### src/rtl/oled_boot_pkg.sv
package oled_boot_pkg;

  typedef enum logic [2:0] {
    ST_OPC  = 3'd0,
    ST_ARG  = 3'd1,
    ST_WAIT = 3'd2,
    ST_PINS = 3'd3,
    ST_END  = 3'd4
  } step_kind_e;

  // arg meaning: byte for OPC/ARG, milliseconds for WAIT,
  // {dc, rst_n, cs_n} in bits [2:0] for PINS
  typedef struct packed {
    step_kind_e kind;
    logic [7:0] arg;
  } step_t;

  localparam int PIN_CS = 0;
  localparam int PIN_RST = 1;
  localparam int PIN_DC = 2;

  function automatic step_t opc(input logic [7:0] b);
    return '{kind: ST_OPC, arg: b};
  endfunction

  function automatic step_t prm(input logic [7:0] b);
    return '{kind: ST_ARG, arg: b};
  endfunction

  function automatic step_t pause_ms(input logic [7:0] ms);
    return '{kind: ST_WAIT, arg: ms};
  endfunction

  function automatic step_t pins(input logic dc, input logic rstn, input logic csn);
    return '{kind: ST_PINS, arg: {5'd0, dc, rstn, csn}};
  endfunction

  // Grayscale curve: linear ramp plus quadratic bend, 0x05 .. 0xB4
  function automatic logic [7:0] gray_level(input int i);
    int v;
    v = 5 + i + (113 * i * i) / 3844;
    return v[7:0];
  endfunction

  function automatic int cyc_per_ms(input int clk_freq);
    int c;
    c = clk_freq / 1000;
    return (c < 1) ? 1 : c;
  endfunction

  // half SCK period in clocks so that the full period is >= 50 ns
  function automatic int sck_half(input int clk_freq);
    int h;
    h = (clk_freq + 39_999_999) / 40_000_000;
    return (h < 1) ? 1 : h;
  endfunction

endpackage

### src/rtl/oled_step_rom.sv
module oled_step_rom
  import oled_boot_pkg::*;
#(
  parameter int PC_W      = 8,
  parameter bit GPIO_HIGH = 1'b0
) (
  input  logic [PC_W-1:0] idx,
  output step_t           step
);
  localparam logic [7:0] GPIO_ARG = GPIO_HIGH ? 8'h03 : 8'h00;
  localparam int GRAY_LO = 51;
  localparam int GRAY_HI = GRAY_LO + 62;

  always_comb begin
    step = '{kind: ST_END, arg: 8'h00};
    if (int'(idx) >= GRAY_LO && int'(idx) <= GRAY_HI) begin
      step = prm(gray_level(int'(idx) - GRAY_LO));
    end else begin
      case (int'(idx))
        0:   step = pins(1'b1, 1'b1, 1'b1);
        1:   step = pause_ms(8'd50);
        2:   step = pins(1'b0, 1'b0, 1'b1);
        3:   step = pause_ms(8'd18);
        4:   step = pins(1'b0, 1'b1, 1'b0);
        5:   step = pause_ms(8'd50);
        6:   step = opc(8'hFD);
        7:   step = prm(8'h12);
        8:   step = opc(8'hFD);
        9:   step = prm(8'hB1);
        10:  step = opc(8'hAE);
        11:  step = opc(8'hB3);
        12:  step = prm(8'hF1);
        13:  step = opc(8'hCA);
        14:  step = prm(8'h7F);
        15:  step = opc(8'hA0);
        16:  step = prm(8'hB4);
        17:  step = opc(8'h15);
        18:  step = prm(8'h00);
        19:  step = prm(8'h7F);
        20:  step = opc(8'h75);
        21:  step = prm(8'h00);
        22:  step = prm(8'h7F);
        23:  step = opc(8'hA1);
        24:  step = prm(8'h00);
        25:  step = opc(8'hA2);
        26:  step = prm(8'h00);
        27:  step = opc(8'hB5);
        28:  step = prm(GPIO_ARG);
        29:  step = opc(8'hAB);
        30:  step = prm(8'h01);
        31:  step = opc(8'hB1);
        32:  step = prm(8'h32);
        33:  step = opc(8'hB4);
        34:  step = prm(8'hA0);
        35:  step = prm(8'hB5);
        36:  step = prm(8'h55);
        37:  step = opc(8'hBB);
        38:  step = prm(8'h17);
        39:  step = opc(8'hBE);
        40:  step = prm(8'h05);
        41:  step = opc(8'hC1);
        42:  step = prm(8'hC8);
        43:  step = prm(8'h80);
        44:  step = prm(8'hC8);
        45:  step = opc(8'hC7);
        46:  step = prm(8'h0F);
        47:  step = opc(8'hB6);
        48:  step = prm(8'h01);
        49:  step = opc(8'hA6);
        50:  step = opc(8'hB8);
        114: step = opc(8'hAF);
        115: step = opc(8'h5C);
        116: step = pause_ms(8'd50);
        117: step = pins(1'b1, 1'b1, 1'b1);
        118: step = '{kind: ST_END, arg: 8'h00};
        // window-setup script
        119: step = pins(1'b0, 1'b1, 1'b0);
        120: step = opc(8'h15);
        121: step = prm(8'h00);
        122: step = prm(8'h7F);
        123: step = opc(8'h75);
        124: step = prm(8'h00);
        125: step = prm(8'h7F);
        126: step = opc(8'h5C);
        127: step = pins(1'b1, 1'b1, 1'b1);
        default: step = '{kind: ST_END, arg: 8'h00};
      endcase
    end
  end
endmodule

### src/rtl/oled_spi_tx.sv
module oled_spi_tx #(
  parameter int HALF = 1
) (
  input  logic       clk,
  input  logic       arst_n,
  input  logic       load,
  input  logic [7:0] data,
  output logic       sck,
  output logic       mosi,
  output logic       busy,
  output logic       fin
);
  localparam int DIV_W = $clog2(HALF + 1);
  localparam logic [DIV_W-1:0] DIV_LAST = DIV_W'(HALF - 1);

  logic [7:0]       sh;
  logic [2:0]       bitn;
  logic [DIV_W-1:0] div;

  always_ff @(posedge clk or negedge arst_n) begin
    if (!arst_n) begin
      sh   <= 8'h00;
      bitn <= 3'd0;
      div  <= '0;
      sck  <= 1'b0;
      busy <= 1'b0;
      fin  <= 1'b0;
    end else begin
      fin <= 1'b0;
      if (load && !busy) begin
        sh   <= data;
        bitn <= 3'd0;
        div  <= '0;
        sck  <= 1'b0;
        busy <= 1'b1;
      end else if (busy) begin
        if (div == DIV_LAST) begin
          div <= '0;
          if (!sck) begin
            sck <= 1'b1;
          end else begin
            sck <= 1'b0;
            if (bitn == 3'd7) begin
              busy <= 1'b0;
              fin  <= 1'b1;
            end else begin
              sh   <= {sh[6:0], 1'b0};
              bitn <= bitn + 3'd1;
            end
          end
        end else begin
          div <= div + DIV_W'(1);
        end
      end
    end
  end

  assign mosi = sh[7];
endmodule

### src/rtl/oled_delay_timer.sv
module oled_delay_timer #(
  parameter int CNT_W = 16
) (
  input  logic             clk,
  input  logic             arst_n,
  input  logic             load,
  input  logic [CNT_W-1:0] count,
  output logic             expire
);
  logic [CNT_W-1:0] cnt;

  always_ff @(posedge clk or negedge arst_n) begin
    if (!arst_n) begin
      cnt <= '0;
    end else if (load) begin
      cnt <= count;
    end else if (cnt != '0) begin
      cnt <= cnt - CNT_W'(1);
    end
  end

  assign expire = (cnt == CNT_W'(1));
endmodule

### src/rtl/oled_boot_seq.sv
module oled_boot_seq
  import oled_boot_pkg::*;
#(
  parameter int CLK_FREQ  = 50_000_000,
  parameter bit GPIO_HIGH = 1'b0
) (
  input  logic clk,
  input  logic arst_n,
  input  logic start_init,
  input  logic start_window,
  output logic panel_rst_n,
  output logic spi_cs_n,
  output logic spi_sck,
  output logic spi_mosi,
  output logic spi_dc,
  output logic done
);
  localparam int CPM   = cyc_per_ms(CLK_FREQ);
  localparam int HALF  = sck_half(CLK_FREQ);
  localparam int CNT_W = $clog2(255 * CPM + 1);
  localparam int PC_W  = 8;
  localparam logic [PC_W-1:0] INIT_PC = PC_W'(0);
  localparam logic [PC_W-1:0] WIN_PC  = PC_W'(119);

  typedef enum logic [1:0] {S_IDLE, S_FETCH, S_SHIFT, S_WAIT} seq_e;

  seq_e            state;
  logic [PC_W-1:0] pc;
  step_t           step;
  logic            tx_load, tx_busy, tx_fin;
  logic            tmr_load, tmr_expire;
  logic [CNT_W-1:0] tmr_count;

  // named events for the checker
  logic in_wait, running, step_end;
  assign in_wait  = (state == S_WAIT);
  assign running  = (state != S_IDLE);
  assign step_end = (state == S_FETCH) && (step.kind == ST_END);

  oled_step_rom #(.PC_W(PC_W), .GPIO_HIGH(GPIO_HIGH)) u_rom (
    .idx (pc),
    .step(step)
  );

  assign tx_load   = (state == S_FETCH) && (step.kind == ST_OPC || step.kind == ST_ARG);
  assign tmr_load  = (state == S_FETCH) && (step.kind == ST_WAIT);
  assign tmr_count = CNT_W'(int'(step.arg) * CPM);

  oled_spi_tx #(.HALF(HALF)) u_tx (
    .clk   (clk),
    .arst_n(arst_n),
    .load  (tx_load),
    .data  (step.arg),
    .sck   (spi_sck),
    .mosi  (spi_mosi),
    .busy  (tx_busy),
    .fin   (tx_fin)
  );

  oled_delay_timer #(.CNT_W(CNT_W)) u_tmr (
    .clk   (clk),
    .arst_n(arst_n),
    .load  (tmr_load),
    .count (tmr_count),
    .expire(tmr_expire)
  );

  always_ff @(posedge clk or negedge arst_n) begin
    if (!arst_n) begin
      state       <= S_IDLE;
      pc          <= INIT_PC;
      panel_rst_n <= 1'b1;
      spi_cs_n    <= 1'b1;
      spi_dc      <= 1'b1;
      done        <= 1'b0;
    end else begin
      done <= 1'b0;
      case (state)
        S_IDLE: begin
          if (start_init) begin
            pc    <= INIT_PC;
            state <= S_FETCH;
          end else if (start_window) begin
            pc    <= WIN_PC;
            state <= S_FETCH;
          end
        end
        S_FETCH: begin
          case (step.kind)
            ST_OPC, ST_ARG: begin
              spi_dc <= (step.kind == ST_ARG);
              pc     <= pc + PC_W'(1);
              state  <= S_SHIFT;
            end
            ST_WAIT: begin
              pc    <= pc + PC_W'(1);
              state <= S_WAIT;
            end
            ST_PINS: begin
              spi_cs_n    <= step.arg[PIN_CS];
              panel_rst_n <= step.arg[PIN_RST];
              spi_dc      <= step.arg[PIN_DC];
              pc          <= pc + PC_W'(1);
            end
            default: begin
              done  <= 1'b1;
              state <= S_IDLE;
            end
          endcase
        end
        S_SHIFT: if (tx_fin) state <= S_FETCH;
        S_WAIT:  if (tmr_expire) state <= S_FETCH;
        default: state <= S_IDLE;
      endcase
    end
  end
endmodule

### config.mk
export PLATFORM = sky130hd
export DESIGN_NAME = oled_boot_seq
export DESIGN_NICKNAME = d
export VERILOG_FILES = /design/src/rtl/oled_boot_pkg.sv /design/src/rtl/oled_step_rom.sv /design/src/rtl/oled_spi_tx.sv /design/src/rtl/oled_delay_timer.sv /design/src/rtl/oled_boot_seq.sv
export SDC_FILE = /design/constraint.sdc
export NUM_CORES = 1
export LEC_CHECK = 0
export ABC_AREA = 1
export BUFFER_PORTS_ARGS = -buffer_cell sky130_fd_sc_hd__buf_2
export CAP_MARGIN = 20
export CORE_MARGIN = 3
export CORE_UTILIZATION = 25
export DETAILED_ROUTE_END_ITERATION = 16
export SLEW_MARGIN = 30
export SYNTH_ARGS = -nofsm -noshare
export SYNTH_HDL_FRONTEND = slang
export SYNTH_SLANG_ARGS = --single-unit
### constraint.sdc
create_clock -name clk -period 43.3 [get_ports clk]
set_clock_uncertainty 0.05 [all_clocks]
set_input_delay 4.33 -clock clk [delete_from_list [all_inputs] [get_ports clk]]
set_output_delay 4.33 -clock clk [all_outputs]
set_load 0.01 [all_outputs]
==> impl_metrics.py <==
metrics = {
    "outcome": {
        "status": "complete, no violations",
    },
    "floorplan": {
        "die_h_um": 278.4,
        "rows": 99,
        "start_util_pct": 25.35,
        "core_area_mm2": 0.07321,
        "io_pins": 10,
        "die-area_mm2": 0.07753,
        "die-width_um": 278.4,
    },
    "layout": {
        "design_area_mm2": 0.01974,
        "n_antenna_cell": 0,
        "final_cell_mix": "nand2_1, inv_1, nor2_1",
        "nNetsFinal": 3081,
        "layout_commonest_cell": "nand2_1",
        "area_delta_synth_final_pct": 6.399,
        "drive_gt1_share_pct": 12.61,
    },
    "clocking": {
        "clock-sinks": 54,
        "cts_tree": "done",
        "cts_buffers": 5,
        "ctsRootBufferMaster": "clkbuf_16",
        "clkTransAtPathRegs_ns": 0.07,
        "clk_latency_ns": 0.29,
        "cts_resized": 0,
        "ctsHoldBuffers": 0,
        "htreeDepth": 2,
        "cts_setup_buffers": 0,
        "cts.path.max_buffers": 2,
    },
    "drt": {
        "drtPass1Iterations": 5,
        "met3_length_mm": 1.522,
        "viasPerCell": 4.494,
        "finalWirelength_mm": 45.29,
        "route.layer.met1.wl_mm": 21.75,
        "via_count": 16714,
        "top_layer": "met4",
        "wl_met2_mm": 21.36,
        "drc": 0,
        "drtIter0Drc": 969,
        "ant_nets": 0,
        "wl_per_cell_um": 12.18,
    },
    "synth": {
        "yosysWarnings": 0,
        "synth_seq_cells": 54,
        "synth_area_per_cell_um2": 6.687,
        "synth_edf_count": 0,
        "synthArstFlopShare_pct": 100.0,
        "ys.flop_type": "dfrtp_1",
        "ys_seq_area_share_pct": 7.303,
        "syn_inst": 2775,
        "syn-num-nets": 3097,
        "mappedNetlistArea_mm2": 0.01856,
        "ys_types": 69,
    },
    "critical_path": {
        "worstPathMaxFanout": 33,
        "cpMostUsedCell": "nand2_1",
        "startpoint_type": "register",
        "cp.required_ns": 43.47,
        "cp.buffers_inverters": 23,
        "max_stage_delay_ns": 0.68,
        "crit_family": "simple AND/OR/NAND/NOR gates",
        "crit_type": "register to register",
        "crit_slowest_cell": "nand2_1",
        "crit_arrival_ns": 27.86,
        "cp-end-kind": "register",
    },
    "global_routing": {
        "grt_pass1_wl_mm": 78.45,
        "grt_pass1_vias": 16518,
        "grt_start_max_net_pins": 55,
        "grt-ovfl-total": 0,
        "antenna_found_initial": 0,
        "track_usage_pct": 11.70,
    },
    "job": {
        "maxCapViolCount": 0,
    },
    "sta": {
        "period_needed_ns": 27.68,
        "finalSetupTns_ns": 0,
        "max_freq_mhz": 36.12,
        "relSlewSlack_pct": 38.86,
        "whs_ns": 0.4322,
        "post-route-period-util_pct": 63.94,
        "worstMarginPinSlew_ns": 0.9170,
        "fin_ws_ns": 15.62,
        "drv_slew": 0,
        "finalHoldViolations": 0,
        "setup_viol": 0,
        "grt_setup_unrepaired": "no",
    },
    "place": {
        "dpl-instance-area_mm2": 0.01957,
        "io_buffers": 9,
        "place_congestion": 0.9393,
        "pre_cts_ws_ns": 15.69,
        "dp_hpwl_mm": 37.78,
    },
    "hold_path": {
        "min_path_type": "register to register",
    },
}
through the flow:
stage | std cells | util [%]
2_1_floorplan | 2775 | -
3_3_place_gp | 3711 | 26.74
3_5_place_dp | 3711 | 26.74
4_1_cts | 3719 | 26.97
5_1_grt | 3719 | 26.97
6_report | 3719 | 26.97
routing by layer:
layer / track usage [%] / vias up
met5: 0 / -
met3: 0.8472 / 55
li1: - / 8660
met1: 15.90 / 7699
met4: 1.922 / 0
met2: 20.61 / 300
cell usage after synthesis, drive strengths merged, types with 9 or more instances:
cell / count / share of area (%)
a21oi: 93 / 2.7
buf: 15 / 0.98
clkbuf: 29 / 0.75
clkinv: 13 / 0.31
dfrtp: 51 / 6.9
fa: 143 / 15
ha: 175 / 12
inv: 523 / 11
nand2: 797 / 20
nand3: 218 / 6.9
nand3b: 14 / 0.57
nand4: 39 / 1.3
nor2: 316 / 8.0
nor3: 24 / 0.74
o211ai: 21 / 0.85
o21ai: 97 / 2.7
o21bai: 9 / 0.42
o22ai: 10 / 0.34
or2: 14 / 0.47
xnor2: 32 / 1.5
xor2: 77 / 3.6
registers in the layout, indices dropped and copies added, names as in the netlist:
register / cells
spi_cs_n: 1
spi_dc: 1
pc: 8
u_tx.sck: 1
u_tx.bitn: 3
u_tx.busy: 1
u_tmr.cnt: 24
u_tx.sh: 8
u_tx.div: 2
done: 1
u_tx.fin: 1
state: 2
panel_rst_n: 1
tightest hold or removal path, stage by stage (launching register included):
cell and delay [ns]:
dfrtp_1 0.35, a21oi_1 0.07, inv_1 0.04
path summary, 6_finish.rpt:
path | slack, ns | startpoint | end | depth (start not counted)
worst max-delay path | 15.62 | pc[4] | u_tmr.cnt[22] | 176
worst min-delay path | 0.43 | u_tmr.cnt[1] | u_tmr.cnt[1] | 2
worst max register to register | 15.62 | pc[4] | u_tmr.cnt[22] | 176
worst min register to register | 0.43 | u_tmr.cnt[1] | u_tmr.cnt[1] | 2
max in group asynchronous | 38.60 | arst_n | u_tx.bitn[0] | 2
min in group asynchronous | 4.11 | arst_n | u_tmr.cnt[20] | 2
cell families (layout without fill, tap and decap cells):
kind of cell | Yosys count | count (layout) | share of synthesized area, %
mux | 1 | 1 | 0.05395
simple gates | 1439 | 1439 | 38.78
fa+ha+maj | 318 | 318 | 27.23
xor+xnor | 109 | 109 | 5.145
compound gates | 274 | 274 | 8.813
flops | 54 | 54 | 7.303
buf+inv | 580 | 565 | 12.68
final cells by class:
cell class | count | area (µm²)
Fill cell | 8052 | 53460
Inverter | 536 | 2031
Clock buffer | 8 | 166.4
Tap cell | 959 | 1200
Timing Repair Buffer | 21 | 135.1
Sequential cell | 54 | 1355
Multi-Input combinational cell | 2141 | 14860
Power is left out: the tool's default activity adds up to more than one toggle a clock period on the data nets, which glitch-free logic cannot reach.
